### config.mk
export PLATFORM = sky130hd
export DESIGN_NAME = spec_line_tracker
export DESIGN_NICKNAME = d
export VERILOG_FILES = /design/src/rtl/spec_pkg.sv /design/src/rtl/spec_line_cell.sv /design/src/rtl/spec_orb.sv /design/src/rtl/spec_line_tracker.sv
export SDC_FILE = /design/constraint.sdc
export NUM_CORES = 1
export LEC_CHECK = 0
export BUFFER_PORTS_ARGS = -buffer_cell sky130_fd_sc_hd__buf_2
export CAP_MARGIN = 20
export CORE_MARGIN = 4
export CORE_UTILIZATION = 52
export DETAILED_ROUTE_END_ITERATION = 6
export GPL_TIMING_DRIVEN = 0
export PLACE_DENSITY = 0.79
export SLEW_MARGIN = 10
export SYNTH_ARGS = -nofsm -noshare
export SYNTH_HDL_FRONTEND = slang
export SYNTH_HIERARCHICAL = 1
export SYNTH_SLANG_ARGS = --single-unit
### constraint.sdc
create_clock -name clk -period 2.55 [get_ports clk]
set_input_delay 0.3825 -clock clk [delete_from_list [all_inputs] [get_ports clk]]
set_output_delay 0.3825 -clock clk [all_outputs]
set_load 0.005 [all_outputs]
### src/rtl/spec_pkg.sv
package spec_pkg;

  typedef enum logic [2:0] {
    LS_INV = 3'd0,
    LS_SHR = 3'd1,
    LS_EXC = 3'd2,
    LS_SPS = 3'd3,
    LS_SPE = 3'd4
  } line_st_e;

  typedef enum logic [1:0] {
    OP_LOAD  = 2'd0,
    OP_STORE = 2'd1,
    OP_INVAL = 2'd2,
    OP_REPL  = 2'd3
  } op_e;

  localparam int STATUS_W = 6;

endpackage

### src/rtl/spec_line_cell.sv
module spec_line_cell
  import spec_pkg::*;
(
  input  logic     clk,
  input  logic     rst,
  input  logic     sel,
  input  op_e      kind,
  input  logic     inv_earlier,
  input  logic     commit_go,
  input  logic     squash_go,
  input  logic     orb_full,
  output line_st_e st,
  output logic     sl,
  output logic     sm,
  output logic     dirty,
  output logic     viol_hit,
  output logic     block_hit,
  output logic     push_req,
  output logic     stall_hit
);

  line_st_e st_n;
  logic     sl_n, sm_n, dirty_n;
  logic     present, shared_like, locked, need_own;

  assign present     = (st != LS_INV);
  assign shared_like = (st == LS_INV) || (st == LS_SHR) || (st == LS_SPS);
  assign locked      = sl | sm;
  assign need_own    = sel && (kind == OP_STORE) && shared_like && !sm;

  assign viol_hit  = sel && (kind == OP_INVAL) && present && sl && inv_earlier;
  assign block_hit = sel && (kind == OP_REPL) && locked;
  assign push_req  = need_own && !orb_full;
  assign stall_hit = need_own && orb_full;

  always_comb begin
    st_n    = st;
    sl_n    = sl;
    sm_n    = sm;
    dirty_n = dirty;
    if (squash_go) begin
      if (sm) begin
        st_n    = LS_INV;
        dirty_n = 1'b0;
      end else if (st == LS_SPE) begin
        st_n = LS_EXC;
      end else if (st == LS_SPS) begin
        st_n = LS_SHR;
      end
      sl_n = 1'b0;
      sm_n = 1'b0;
    end else if (commit_go) begin
      if (sm) begin
        st_n    = LS_EXC;
        dirty_n = 1'b1;
      end else if (st == LS_SPE) begin
        st_n = LS_EXC;
      end else if (st == LS_SPS) begin
        st_n = LS_SHR;
      end
      sl_n = 1'b0;
      sm_n = 1'b0;
    end else if (sel) begin
      case (kind)
        OP_LOAD: begin
          sl_n = 1'b1;
          if (st == LS_INV || st == LS_SHR) st_n = LS_SPS;
          else if (st == LS_EXC)            st_n = LS_SPE;
        end
        OP_STORE: begin
          if (st == LS_EXC || st == LS_SPE) begin
            st_n = LS_SPE;
            sm_n = 1'b1;
          end else if (!stall_hit) begin
            st_n = LS_SPS;
            sm_n = 1'b1;
          end
        end
        OP_INVAL, OP_REPL: begin
          if (!locked) begin
            st_n    = LS_INV;
            dirty_n = 1'b0;
          end
        end
        default: ;
      endcase
    end
  end

  always_ff @(posedge clk) begin
    if (rst) begin
      st    <= LS_INV;
      sl    <= 1'b0;
      sm    <= 1'b0;
      dirty <= 1'b0;
    end else begin
      st    <= st_n;
      sl    <= sl_n;
      sm    <= sm_n;
      dirty <= dirty_n;
    end
  end

  // A locked line keeps its state through a refused replacement
  assert_lock_hold_R6: assert property (@(posedge clk) disable iff (rst)
    (block_hit && !commit_go && !squash_go) |=> (st == $past(st)));

  // A stalled store leaves the written bit as it was
  assert_stall_hold_R7: assert property (@(posedge clk) disable iff (rst)
    (stall_hit && !commit_go && !squash_go) |=> (sm == $past(sm)));

  // A squashed written line ends invalid
  assert_squash_drop_R9: assert property (@(posedge clk) disable iff (rst)
    (squash_go && sm) |=> (st == LS_INV && !dirty));

  // A committed written line ends exclusive and dirty
  assert_commit_dirty_R8: assert property (@(posedge clk) disable iff (rst)
    (commit_go && sm) |=> (st == LS_EXC && dirty));

endmodule

### src/rtl/spec_orb.sv
module spec_orb #(
  parameter int DEPTH = 4,
  parameter int IDX_W = 3,
  localparam int CNT_W = $clog2(DEPTH + 1),
  localparam int PTR_W = $clog2(DEPTH)
) (
  input  logic                   clk,
  input  logic                   rst,
  input  logic                   push,
  input  logic [IDX_W-1:0]       push_idx,
  input  logic                   clear,
  output logic                   full,
  output logic [CNT_W-1:0]       count,
  output logic [DEPTH*IDX_W-1:0] entries
);

  logic [IDX_W-1:0] mem [DEPTH];

  assign full = (count == CNT_W'(DEPTH));

  always_ff @(posedge clk) begin
    if (push && !clear && !full) mem[count[PTR_W-1:0]] <= push_idx;
  end

  always_ff @(posedge clk) begin
    if (rst || clear)          count <= '0;
    else if (push && !full)    count <= count + 1'b1;
  end

  for (genvar k = 0; k < DEPTH; k++) begin : g_out
    assign entries[k*IDX_W +: IDX_W] = mem[k];
  end

  assert_orb_bound_R7: assert property (@(posedge clk) disable iff (rst)
    count <= CNT_W'(DEPTH));

  assert_orb_no_push_full_R7: assert property (@(posedge clk) disable iff (rst)
    push |-> !full);

endmodule

### src/rtl/spec_line_tracker.sv
module spec_line_tracker
  import spec_pkg::*;
#(
  parameter int NUM_LINES = 8,
  parameter int ORB_DEPTH = 4,
  localparam int IDX_W = $clog2(NUM_LINES),
  localparam int CNT_W = $clog2(ORB_DEPTH + 1)
) (
  input  logic                       clk,
  input  logic                       rst,
  input  logic                       op_valid,
  input  logic [1:0]                 op_kind,
  input  logic [IDX_W-1:0]           op_line,
  input  logic                       op_earlier,
  input  logic                       commit_req,
  input  logic                       squash_req,
  output logic                       violation,
  output logic                       repl_blocked,
  output logic                       store_stall,
  output logic [CNT_W-1:0]           orb_count,
  output logic [ORB_DEPTH*IDX_W-1:0] orb_lines,
  output logic [NUM_LINES*STATUS_W-1:0] line_status
);

  logic squash_go, commit_go, op_go, orb_full, orb_clear;
  logic [NUM_LINES-1:0] viol_vec, block_vec, push_vec, stall_vec, sl_vec, sm_vec;
  op_e kind;

  assign squash_go = squash_req;
  assign commit_go = commit_req && !squash_req;
  assign op_go     = op_valid && !commit_req && !squash_req;
  assign orb_clear = commit_req || squash_req;
  assign kind      = op_e'(op_kind);

  for (genvar i = 0; i < NUM_LINES; i++) begin : g_line
    line_st_e st;
    logic     dirty;
    logic     sel;

    assign sel = op_go && (op_line == IDX_W'(i));

    spec_line_cell u_cell (
      .clk        (clk),
      .rst        (rst),
      .sel        (sel),
      .kind       (kind),
      .inv_earlier(op_earlier),
      .commit_go  (commit_go),
      .squash_go  (squash_go),
      .orb_full   (orb_full),
      .st         (st),
      .sl         (sl_vec[i]),
      .sm         (sm_vec[i]),
      .dirty      (dirty),
      .viol_hit   (viol_vec[i]),
      .block_hit  (block_vec[i]),
      .push_req   (push_vec[i]),
      .stall_hit  (stall_vec[i])
    );

    assign line_status[i*STATUS_W +: STATUS_W] = {sm_vec[i], sl_vec[i], dirty, st};
  end

  spec_orb #(.DEPTH(ORB_DEPTH), .IDX_W(IDX_W)) u_orb (
    .clk     (clk),
    .rst     (rst),
    .push    (|push_vec),
    .push_idx(op_line),
    .clear   (orb_clear),
    .full    (orb_full),
    .count   (orb_count),
    .entries (orb_lines)
  );

  always_ff @(posedge clk) begin
    if (rst) begin
      violation    <= 1'b0;
      repl_blocked <= 1'b0;
      store_stall  <= 1'b0;
    end else begin
      violation    <= |viol_vec;
      repl_blocked <= |block_vec;
      store_stall  <= |stall_vec;
    end
  end

  assert_viol_cause_R4: assert property (@(posedge clk) disable iff (rst)
    violation |-> $past(op_valid && op_kind == 2'd2 && op_earlier && !commit_req && !squash_req));

  assert_block_cause_R6: assert property (@(posedge clk) disable iff (rst)
    repl_blocked |-> $past(op_valid && op_kind == 2'd3));

  assert_stall_full_R7: assert property (@(posedge clk) disable iff (rst)
    store_stall |-> $past(orb_full));

  assert_spec_clear_R10: assert property (@(posedge clk) disable iff (rst)
    (commit_req || squash_req) |=> ((sl_vec | sm_vec) == '0 && orb_count == '0));

endmodule

# Word level (Yosys, flattened, before mapping)
# Memories as Yosys holds them, arrays and structs flattened.
# Index checks and enable logic that the tools add are counted.
[totals]
register_bits = 54
latch_bits = 0
ramBits = 12
mem_bits_ro = 0
in_bits = 11
output_inout_bits = 66
word_cells = 528
memories = 1
[op_classes]
addsub = 1
n_mul = 0
n_div = 0
magnitude_cmp = 0
eq_ne = 99
shift = 0
n_mux = 178
bitwise_logic = 8
n_reduce_logical = 205
[mem_list]
columns = ["name", "words", "word_bits", "read_ports", "rd_ports_with_merged_regs", "wr", "line", "rtl"]
rows = [
  ["u_orb.mem", 4, 3, 4, 0, 1, "spec_orb.sv:17", "logic [IDX_W-1:0] mem [DEPTH];"],
]
[op_table]
columns = ["operator", "count"]
rows = [
  ["$mux W3", 96],
  ["$logic_and A1 B1 Y1", 102],
  ["$mux W1", 74],
  ["$pmux W3 S3", 8],
  ["$eq A3 B2 Y1 const B", 18],
  ["$reduce_bool A3 Y1", 17],
  ["$ne A5 B3 Y1 const B", 8],
  ["$ne A5 B5 Y1 const B", 8],
  ["$reduce_and A5 Y1", 8],
  ["$eq A3 B3 Y1 const B", 13],
  ["$ne A2 B1 Y1 const B", 16],
  ["$ne A4 B4 Y1 const B", 8],
  ["$reduce_and A4 Y1", 8],
  ["$reduce_or A8 Y1", 4],
  ["$eq A3 B1 Y1 const B", 9],
  ["$logic_not A3 Y1", 9],
  ["$logic_or A1 B1 Y1", 26],
  ["$ne A3 B3 Y1 const B", 8],
  ["$reduce_and A3 Y1", 8],
  ["$ne A2 B2 Y1 const B", 8],
  ["$reduce_and A2 Y1", 8],
  ["$logic_not A1 Y1", 12],
  ["$or A1 B1 Y1", 8],
  ["$eq A2 B2 Y1 const B", 2],
  ["5 further kinds", 5],
]

# Longest topological paths before layout
[depth]
word_depth = 14
ltp_mapped = 8

# Hierarchy
# The synthesis kept the hierarchy.
[by_module_without_submodules]
columns = ["module", "n_inst", "cells_each", "area_each_um2", "seq_area_each_um2"]
rows = [
  ["spec_line_cell", 8, 58, 467.9, 120.1],
  ["spec_orb", 1, 38, 619.3, 420.4],
  ["spec_line_tracker", 1, 38, 280.3, 60.1],
]

# Worst setup path before layout
# No wires, ideal clock.
[synth_timing]
path_type = "input -> register"
start = "in commit_req"
end = "mem u_orb.mem[0][0], enable pin"
t_arrival_ps = 2277
required_time_ps = 2200
path_slack_ps = -77
stages = 8
path_buffers = 0
cell_sequence = "or4b_4 -> nor2_1 -> nand3b_4 -> nor3_1 -> nor4_1 -> nand2_1 -> a21bo_2 -> nor3b_1"
[synth_via]
elab_chain_cells = 13
word_cells_on_any_way = 50
cone_classes = "2 x mux; 48 x reduce/logical"
[synth_lines]
columns = ["item", "line", "rtl"]
rows = [
  ["start, declared", "spec_line_tracker.sv:15", "input logic commit_req,"],
  ["$logic_not A1 Y1", "spec_line_tracker.sv:31", "assign op_go = op_valid && !commit_req && !squash_req;"],
  ["$logic_and A1 B1 Y1 (2 in series)", "spec_line_tracker.sv:31", ""],
  ["$logic_and A1 B1 Y1", "spec_line_tracker.sv:40", "assign sel = op_go && (op_line == IDX_W'(i));"],
  ["named net g_line[1].sel", "spec_line_tracker.sv:38", "logic sel;"],
  ["$logic_and A1 B1 Y1 (3 in series)", "spec_line_cell.sv:29", "assign need_own = sel && (kind == OP_STORE) && shared_like && !sm;"],
  ["$logic_and A1 B1 Y1", "spec_line_cell.sv:33", "assign push_req = need_own && !orb_full;"],
  ["named net push_vec[1]", "spec_line_tracker.sv:26", "logic [NUM_LINES-1:0] viol_vec, block_vec, push_vec, stall_vec, sl_vec, sm_vec;"],
  ["$reduce_or A8 Y1", "spec_line_tracker.sv:67", ".push (|push_vec),"],
  ["$logic_and A1 B1 Y1 (2 in series)", "spec_orb.sv:22", "if (push && !clear && !full) mem[count[PTR_W-1:0]] <= push_idx;"],
  ["$mux W1", "spec_orb.sv:22", ""],
  ["$mux W1 (implied by the code)", "spec_orb.sv:22", ""],
  ["end, declared", "spec_orb.sv:17", ""],
]
# The timed path passes the listed nets, and every way through them passes these cells.

# Worst setup path in the final report
[layout_timing]
start = "in squash_req"
end = "mem u_orb.mem[2][2], enable pin"
[layout_via]
elab_chain_cells = 12
word_cells_on_any_way = 49
cone_classes = "2 x mux; 47 x reduce/logical"
[layout_lines]
columns = ["item", "line", "rtl"]
rows = [
  ["start, declared", "spec_line_tracker.sv:16", "input logic squash_req,"],
  ["$logic_not A1 Y1", "spec_line_tracker.sv:31", ""],
  ["$logic_and A1 B1 Y1", "spec_line_tracker.sv:31", ""],
  ["$logic_and A1 B1 Y1", "spec_line_tracker.sv:40", ""],
  ["named net g_line[0].sel", "spec_line_tracker.sv:38", ""],
  ["$logic_and A1 B1 Y1 (3 in series)", "spec_line_cell.sv:29", ""],
  ["$logic_and A1 B1 Y1", "spec_line_cell.sv:33", ""],
  ["named net push_vec[0]", "spec_line_tracker.sv:26", ""],
  ["$reduce_or A8 Y1", "spec_line_tracker.sv:67", ""],
  ["$logic_and A1 B1 Y1 (2 in series)", "spec_orb.sv:22", ""],
  ["$mux W1", "spec_orb.sv:22", ""],
  ["$mux W1 (implied by the code)", "spec_orb.sv:22", ""],
]
# The timed path passes the listed nets, and every way through them passes these cells.

==> metrics.yaml <==
run_status:
  status: "completed"
routing:
  drt-total-wl_um: 13000
  via_per_inst: 6.51
  dr.first_iter.drc_count: 330
  vias: 4865
  ant_nets: 0
  first_pass_iters: 5
  wl_per_cell_um: 17.5
  remaining_drc_errors: 0
final_layout:
  synthToLayoutAreaGrowth_pct: 20.8
  drive_gt1_share_pct: 34.3
  final_common_cell: "buf_2"
  diodes: 0
  fin_util_pct: 64.3
  final_area_mm2: 0.00561
  multi_input_area_mm2: 0.00300
  fin_cells: 747
  final_cell_mix: "91 x buf_2, 53 x dfxtp_1, 44 x a21oi_1"
  nNetsFinal: 649
  fillers: 735
  seq_area_mm2: 0.00144
yosys:
  syn_area_mm2: 0.00464
  synth_cells: 540
  dominantRegCellSynth: "dfxtp_1"
  ys_seq_area_share_pct: 31.0
  avgSynthCellArea_um2: 8.60
  yosys_register_bits: 66
  synth_fp_nets: 555
  ys_async_sr_fraction_pct: 0
  yosysWarnings: 6
  synth_cell_types: 45
  synth_edf_count: 12
timing:
  layout_setup_ws_ns: 0.0324
  hold_violations: 0
  final.min_clock_period_ns: 2.52
  tightest_slew_ns: 1.07
  post-route-period-util_pct: 98.7
  slew_viol_final: 0
  finalSetupViolCount: 0
  holdWs_ns: 0.323
  fin_skew_ns: 0.00545
  fmaxAchievable_mhz: 397
  setup_tns_ns: 0
  relSlewSlack_pct: 28.4
critical_path:
  crit_path_frequent_cell: "nor3_4"
  cp.arrival_ns: 2.56
  crit_type: "in -> reg"
  critical-path-slowest-cell: "or4b_4"
  cp_cell_sequence: "buf_6 > or4b_4 > nor3_4 > nand3b_4 > nor3_4 > nor4_1 > nand2_1 > a21bo_4 > nor3b_4"
  cp-end-kind: "flip-flop"
  worstPathMaxFanout: 36
  start_kind: "input port"
  cp.required_ns: 2.59
  critPathMaxStageDelay_ns: 0.64
place:
  dp_slack_ns: -1.05
  place_area_mm2: 0.00520
  place_inst: 725
  port_buffers: 75
  hpwl_um: 9040
  gp_routability_congestion: 0.917
cts:
  cts_max_path_buffers: 2
  cts_tree: "built"
  clock_latency_ns: 0.35
  root_buffer: "clkbuf_8"
  cts_buffers: 9
  cts.clk_slew.worst_paths_ns: 0.07
  cts.sinks: 66
  h-tree-depth: 3
floorplan:
  fp.dieW_um: 102
  start_util_pct: 53.2
  die_area_mm2: 0.0105
  rows: 34
  coreArea_mm2: 0.00872
  fp.dieH_um: 102
  ios: 77
pwr:
  p_total_mw: 2.49
  powerDensity_mw_per_mm2: 444
  leakage_nw: 2.25
  ir_drop_uv: 244
global_route:
  grt_pass1_wl_um: 21100
  grt_pass1_vias: 4399
  gr-total-overflow: 0
  grt_most_used_layer: "met2"
  antenna_found_initial: 0
  met2_usage_pct: 40.4
  gr-usage-met1_pct: 33.2
  grt_max_degree: 57
  met3_usage_pct: 4.19
  grt_util_all_layers_pct: 24.8
worst_hold_path:
  hp-class: "in -> reg"
flow_run:
  maxCapViolCount: 0
[per-layer routing]
layer	up-vias	part of all wire, %
li1	2286	-
met1	2299	42
met2	255	48
met3	25	8.4
met4	0	1.8
met5	-	0
[worst max-delay path: cells and delay by family]
| kind | cells | cell delay (ns) |
|---|---|---|
| buf+inv | 1 | 0.17 |
| simple gates | 7 | 1.68 |
| compound gates | 1 | 0.30 |
[kinds of logic (layout without fill, tap and decap cells)]
kind of cell / after synthesis / in the layout / share of synthesized area [%]
fa+ha+maj: 4 / 4 / 1.08
buf+inv: 67 / 166 / 7.60
mux: 2 / 2 / 0.485
simple gates: 219 / 219 / 31.7
compound gates: 182 / 182 / 28.1
flops: 66 / 66 / 31.0
[synth_stat cells, types with 9 or more instances]
cell	number	area share (%)
nor3_1	34	3.7
o311ai_0	16	3.0
a21oi_1	44	4.7
a211oi_1	40	6.5
edfxtp_1	12	7.8
buf_2	17	1.8
inv_1	18	1.5
nor3b_1	15	2.4
or3_1	16	2.2
and4b_1	9	1.9
dfxtp_1	54	23
nand2_1	18	1.5
nor2_1	38	3.1
a31oi_1	16	2.2
nand3_1	24	2.6
o21ai_0	16	1.7
[sequential cells by signal, indices dropped and copies added (netlist names)]
| register | count |
|---|---|
| g_line.u_cell/st | 24 |
| u_orb/mem | 12 |
| g_line.u_cell/dirty | 8 |
| g_line.u_cell/sl | 8 |
| g_line.u_cell/sm | 8 |
| u_orb/count | 3 |
| repl_blocked | 1 |
| store_stall | 1 |
| violation | 1 |
[worst paths after layout]
kind	end	cells after the start	slack [ns]	start
worst max-delay path	u_orb/mem[2][2]$_DFFE_PP_	9	0.03	squash_req
worst min-delay path	u_orb/mem[0][2]$_DFFE_PP_	1	0.32	op_line[2]
worst max register to register	u_orb/mem[2][2]$_DFFE_PP_	8	0.04	u_orb/count[1]$_SDFFE_PP0P_
worst min register to register	g_line[4].u_cell/dirty$_SDFFE_PP0P_	2	0.53	g_line[4].u_cell/dirty$_SDFFE_PP0P_
[where the power goes]
part           switching [mW]  leakage (nW)  internal [mW]  total (mW)
Sequential             0.0252         0.546           1.08        1.11
Clock                   0.438         0.107          0.548       0.987
Combinational           0.240          1.60          0.158       0.398
Total                   0.703          2.25           1.79        2.49
[timing repair]
action,in CTS,in global routing
hold buffers,0,0
gates cloned,0,0
gates resized for setup,22,7
pin swaps,4,7
setup buffers,2,4
endpoints found under the hold margin,0,0
setup endpoints to repair,19,12
[cell type report]
| class | instances | area share [%] |
|---|---|---|
| Buffer | 41 | 3.84 |
| Multi-Input combinational cell | 407 | 53.5 |
| Tap cell | 108 | 2.41 |
| Clock inverter | 7 | 1.67 |
| Sequential cell | 66 | 25.7 |
| Inverter | 26 | 2.45 |
| Timing Repair Buffer | 83 | 8.23 |
| Clock buffer | 9 | 2.21 |
Note: power is estimated with default switching activity, not from simulation.
